==> config.mk <==
export PLATFORM = sky130hd
export DESIGN_NAME = pwm4_unit
export DESIGN_NICKNAME = d
export VERILOG_FILES = /design/src/rtl/pwm4_pkg.sv /design/src/rtl/pwm4_ctrl.sv /design/src/rtl/pwm4_datapath.sv /design/src/rtl/pwm4_unit.sv
export SDC_FILE = /design/constraint.sdc
export NUM_CORES = 1
export LEC_CHECK = 0
export ABC_CLOCK_PERIOD_IN_PS = 4700
export BUFFER_PORTS_ARGS = -buffer_cell sky130_fd_sc_hd__buf_2
export CAP_MARGIN = 5
export CORE_AREA = 2 2 112 135
export CTS_CLUSTER_DIAMETER = 40
export DETAILED_ROUTE_END_ITERATION = 12
export DIE_AREA = 0 0 114 137
export SLEW_MARGIN = 20
export SYNTH_ARGS = -nofsm -noshare
export SYNTH_HDL_FRONTEND = slang
export SYNTH_SLANG_ARGS = --single-unit
export TNS_END_PERCENT = 100
==> constraint.sdc <==
create_clock -name clk -period 4.7 [get_ports clk]
set_clock_uncertainty 0.15 [all_clocks]
set_input_delay 0.705 -clock clk [delete_from_list [all_inputs] [get_ports clk]]
set_output_delay 0.705 -clock clk [all_outputs]
set_load 0.05 [all_outputs]
==> src/rtl/pwm4_pkg.sv <==
package pwm4_pkg;
  // Strobes from the control section to the datapath
  typedef struct packed {
    logic run;     // unit enabled
    logic tick;    // counter advance this cycle
    logic invert;  // global output polarity
  } pwmStrobe_t;

  localparam int unsigned ADDR_CTRL = 0;
  localparam int unsigned ADDR_PRE0 = 1;
  localparam int unsigned CTRL_RUN_BIT = 0;
  localparam int unsigned CTRL_INV_BIT = 1;
endpackage

==> src/rtl/pwm4_ctrl.sv <==
module pwm4_ctrl
  import pwm4_pkg::*;
#(
  parameter int CH     = 4,
  parameter int CNT_W  = 8,
  parameter int PRE_W  = 16,
  parameter int ADDR_W = 3
) (
  input  logic                      clk,
  input  logic                      rstN,
  input  logic                      wrEn,
  input  logic [ADDR_W-1:0]         wrAddr,
  input  logic [7:0]                wrData,
  output logic [CH-1:0][CNT_W-1:0]  dutyReg,
  output pwmStrobe_t                strobe
);
  localparam int BYTE_W    = 8;
  localparam int PRE_BYTES = PRE_W / BYTE_W;
  localparam int DUTY_BASE = ADDR_PRE0 + PRE_BYTES;

  logic                              runReg;
  logic                              invReg;
  logic [PRE_BYTES-1:0][BYTE_W-1:0]  preReg;
  logic [PRE_W-1:0]                  reloadVal;
  logic [PRE_W-1:0]                  preCnt;
  logic                              halfPhase;
  logic                              preDone;

  assign reloadVal = preReg;

  // Register file
  always_ff @(posedge clk) begin
    if (!rstN) begin
      runReg  <= 1'b0;
      invReg  <= 1'b0;
      preReg  <= '0;
      dutyReg <= '0;
    end else if (wrEn) begin
      if (wrAddr == ADDR_W'(ADDR_CTRL)) begin
        runReg <= wrData[CTRL_RUN_BIT];
        invReg <= wrData[CTRL_INV_BIT];
      end
      for (int b = 0; b < PRE_BYTES; b++) begin
        if (wrAddr == ADDR_W'(ADDR_PRE0 + b)) preReg[b] <= wrData;
      end
      for (int c = 0; c < CH; c++) begin
        if (wrAddr == ADDR_W'(DUTY_BASE + c)) dutyReg[c] <= wrData[CNT_W-1:0];
      end
    end
  end

  // Divider: advances on every second clock, terminal count at reload
  assign preDone = (preCnt >= reloadVal);

  always_ff @(posedge clk) begin
    if (!rstN || !runReg) begin
      halfPhase <= 1'b0;
      preCnt    <= '0;
    end else begin
      halfPhase <= ~halfPhase;
      if (halfPhase) begin
        if (preDone) preCnt <= '0;
        else         preCnt <= preCnt + 1'b1;
      end
    end
  end

  always_comb begin
    strobe.run    = runReg;
    strobe.invert = invReg;
    strobe.tick   = runReg && halfPhase && preDone;
  end
endmodule

==> src/rtl/pwm4_datapath.sv <==
module pwm4_datapath
  import pwm4_pkg::*;
#(
  parameter int CH    = 4,
  parameter int CNT_W = 8
) (
  input  logic                      clk,
  input  logic                      rstN,
  input  pwmStrobe_t                strobe,
  input  logic [CH-1:0][CNT_W-1:0]  dutyReg,
  output logic [CNT_W-1:0]          cntVal,
  output logic [CH-1:0][CNT_W-1:0]  shadowVal,
  output logic [CH-1:0]             pwmOut
);
  logic wrap;

  assign wrap = strobe.tick && (cntVal == {CNT_W{1'b1}});

  always_ff @(posedge clk) begin
    if (!rstN || !strobe.run) cntVal <= '0;
    else if (strobe.tick)     cntVal <= cntVal + 1'b1;
  end

  for (genvar c = 0; c < CH; c++) begin : g_chan
    logic rawHigh;

    always_ff @(posedge clk) begin
      if (!rstN)                     shadowVal[c] <= '0;
      else if (!strobe.run || wrap)  shadowVal[c] <= dutyReg[c];
    end

    assign rawHigh   = !(shadowVal[c] >= cntVal);
    assign pwmOut[c] = strobe.run ? (rawHigh ^ strobe.invert) : strobe.invert;
  end
endmodule

==> src/rtl/pwm4_unit.sv <==
module pwm4_unit
  import pwm4_pkg::*;
#(
  parameter int CH     = 4,
  parameter int CNT_W  = 8,
  parameter int PRE_W  = 16,
  parameter int ADDR_W = 3
) (
  input  logic              clk,
  input  logic              rstN,
  input  logic              wrEn,
  input  logic [ADDR_W-1:0] wrAddr,
  input  logic [7:0]        wrData,
  output logic [CH-1:0]     pwmOut
);
  pwmStrobe_t               strobe;
  logic [CH-1:0][CNT_W-1:0] dutyReg;
  logic [CH-1:0][CNT_W-1:0] shadowVal;
  logic [CNT_W-1:0]         cntVal;

  pwm4_ctrl #(.CH(CH), .CNT_W(CNT_W), .PRE_W(PRE_W), .ADDR_W(ADDR_W)) ctrl_i (
    .clk(clk), .rstN(rstN), .wrEn(wrEn), .wrAddr(wrAddr), .wrData(wrData),
    .dutyReg(dutyReg), .strobe(strobe)
  );

  pwm4_datapath #(.CH(CH), .CNT_W(CNT_W)) dp_i (
    .clk(clk), .rstN(rstN), .strobe(strobe), .dutyReg(dutyReg),
    .cntVal(cntVal), .shadowVal(shadowVal), .pwmOut(pwmOut)
  );
endmodule

==> key figures <==
Pwr
  – Int Power: between 1 and 1.5 mW
  – Total power: approximately 1.8 mW
  – Leakage: 2.15 nW
  – P_sw: roughly 420 uW
  – Sw Share: between 20 and 25%
  – Pwr/cell area: about 300 nW/um2
  – Peak supply drop: approximately 0.00018 V
  – Reg power frac: around half
  – Clk pwr share: between 40% and 50%
  – Logic pwr share: under 10%

Placement
  – Placed cell count: roughly 790
  – Dpl hpwl: ~8700 um
  – Final GP Congestion: ~0.8
  – PortBufs: 17
  – Post-DP Area: 5750 um2
  – Setup WS pre-CTS: ~1.1 ns

Synth
  – YS warnings: 0
  – Synth cell types: 38
  – Mapped Cells: 625
  – Synth Area in Compound Gates: 16.0%
  – Syn avg cell area: between 8 and 9 um2
  – Mapped Area: about 5600 um2
  – Mux contribution to synthesized area: under 10%
  – Synth Area in Adders: between 10% and 20%
  – Post-synthesis sequential area ratio: a little under two fifths
  – Largest family of logic cells by synthesized area: simple AND/OR/NAND/NOR gates
  – Yosys top cell by area: dfxtp_1
  – Synth top area share: 38.3%
  – Largest cells by area after synthesis: dfxtp_1 (38%), ha_1 (11%), nand2_1 (9.0%)
  – Xor and xnor area share after synthesis: about 3.9%
  – Simple-gate share of the synthesized area: 23.8%
  – Post-Syn Nets: around 690
  – Register bit total from synthesis: 107

Route
  – Pre-antenna DRT Iters: 4
  – Initial DRC count: between 100 and 150
  – Routed WL: between 10,000 and 15,000 um
  – Avg Vias per Cell: 4.92
  – # DRC: 0
  – Routed via count: ~4,000
  – Antenna violation net count after detailed routing: 0
  – Drt wl/cell: 14.6 um

Clock tree
  – CTS Buffer Depth: 2
  – Worst-path clk slew: 0.07 ns
  – CTS Sinks: approximately 110
  – Root Buffer: clkbuf_16
  – Htree depth: 3
  – Hold Buf Count CTS: 0
  – Worst skew pair latency: between 0.3 and 0.4 ns
  – CTS tree: yes
  – Total CTS buffers: 9
  – Cts repair resizes: 0
  – Post-CTS Setup Repair Bufs: 0

Global routing
  – Largest net degree at the start of global routing: between 60 and 70
  – Initial antenna violation count: 0
  – GRT Total Usage: between 10% and 20%
  – Total gr overflow: 0
  – First-pass GRT wire length: ~20,000 um
  – Vias in the first global route: 4,017

Floorplan
  – Starting Density: about two fifths
  – Die Height: around 140 um
  – Row Count: 48
  – DIE AREA: 15,600 um2
  – Horiz. Die Dim: 114 um
  – Core Area: about 14,000 um2
  – Number of top-level pins: 18

Timing
  – Final setup viols: 0
  – PnR worst setup slack: ~1.2 ns
  – Unrepaired setup endpoints after global routing: no
  – Slew Limit Fails: 0
  – Final Hold Viols: 0
  – Fmax: 0.282 GHz
  – Worst hold slack: slightly above 0.3 ns
  – Setup TNS: 0 ns
  – Slew HR: a little under a third
  – Tmin final: between 3 and 4 ns
  – Period utilization: about three quarters
  – Worst Tran Pin Value: 1.04 ns

Layout
  – Nets@finish: between 600 and 700
  – Util after Layout: a little over two fifths
  – Final non-filler cell total: approximately 810
  – Share of cells above drive strength 1: around 16%
  – Fillcell total: 1,420
  – Post-route cell area: about 6100 um2
  – Area Growth Syn to Fin: 8.74%
  – Inserted Diodes: 0

Critical path
  – Crit-path max cell delay: 0.49 ns
  – Critical path cell sequence: ha_1 -> nand2b_1 -> a21o_1 -> a21o_1 -> a21oi_1 -> o21ai_0 -> a21oi_1 -> xor2_1 -> buf_2
  – R2r worst-path depth: 10
  – Slowest-stage cell, CP: dfxtp_1
  – Required time of the critical path: 3.85 ns
  – Worst-path maximum fanout: 7
  – CP Launch Type: flip-flop
  – CP arrival: between 2 and 3 ns
  – WS Path Type: flip-flop to output pin
  – Worst Setup End Kind: output pin

Flow run
  – Max cap viols: 0

Status
  – Outcome: complete, no violations

Worst hold path
  – WHS Path Cells: 2
  – Hold Path Class: flip-flop to flip-flop
## cell families after synthesis
family                     Yosys count
adders and majority gates           50
DFF                                107
AOI/OAI and AO/OA                  117
xor gates and xnor gates            25
buffers and inverters               53
and+or+nand+nor                    263
muxes                               10
## state kept, by name (all words and copies together) (netlist names)
register,count
ctrl_i.dutyReg,32
ctrl_i.halfPhase,1
ctrl_i.invReg,1
ctrl_i.preCnt,16
ctrl_i.preReg,16
ctrl_i.runReg,1
dp_i.cntVal,8
dp_i.shadowVal,32
## power by group through the flow
stage | logic (mW) | registers, mW | clock network [mW]
CTS | 0.103 | 0.927 | 0.812
finish | 0.103 | 0.928 | 0.790
floorplan | 0.0763 | 0.945 | 0
detailed placement | 0.102 | 0.949 | 0
global placement | 0.0999 | 0.949 | 0
global route | 0.115 | 0.929 | 0.841
## critical path, delay by kind of cell, from the launching register on
| kind | cells | cell delay [ns] |
|---|---|---|
| simple gates | 1 | 0.14 |
| compound gates | 5 | 0.91 |
| buf+inv | 1 | 0.30 |
| xor+xnor | 1 | 0.20 |
| fa+ha+maj | 1 | 0.28 |
| flops | 1 | 0.49 |
## layout make-up
cell class / count / area (um2) / area share [%]
sequential: 107 / 2140 / 35.2
multi-input combinational: 465 / 3180 / 52.2
timing repair buffer: 21 / 138 / 2.26
clock buffer: 11 / 253 / 4.15
tap: 175 / 219 / 3.60
clock inverter: 5 / 60.1 / 0.986
inverter: 27 / 101 / 1.66
## path summary, 6_finish.rpt
check	startpoint	to	slack, ns
hold / removal	ctrl_i.dutyReg[28]	dp_i.shadowVal[28]	0.31
hold reg to reg	ctrl_i.dutyReg[28]	dp_i.shadowVal[28]	0.31
setup / recovery	dp_i.cntVal[0]	pwmOut[0]	1.16
setup reg to reg	ctrl_i.preReg[15]	dp_i.shadowVal[9]	1.63
## per-layer routing
layer | share of wire (%) | track usage (%) | wire length [um]
met5 | 0 | 0 | 0
met1 | 47 | 20.0 | 5600
met2 | 49 | 28.0 | 5760
met4 | 2.3 | 7.86 | 277
met3 | 1.9 | 2.48 | 222
## cells in the final DEF, fill, tap and decap left out, types with 13 or more instances in the layout
cell type,Yosys,final
nand2_1,134,134
dfxtp_1,107,107
ha_1,50,50
a21boi_0,40,40
nor2_1,34,34
o21ai_2,32,32
nand3_2,30,30
inv_1,27,27
buf_2,1,16
xor2_1,15,15
a21oi_1,14,14
nor2b_1,13,13
## cells in the mapped netlist (all sizes together)
cell type    count
nand2          134
dfxtp          107
ha              50
nand3           42
a21boi          40
o21ai           39
nor2            34
inv             27
xor2            15
a21oi           14
buf             13
nor2b           13
nand2b          12
clkbuf          11
a21o            10
mux2i           10
xnor2           10
and3             8
nand4            7
nor3             6
o21a             5
a211oi           4
and2             3
dlygate4sd1      2
or3              2
a2111o           1
a2111oi          1
a31oi            1
nor4b            1
o31a             1
o31ai            1
or2              1
No activity file was read; power rests on OpenSTA's default activity.
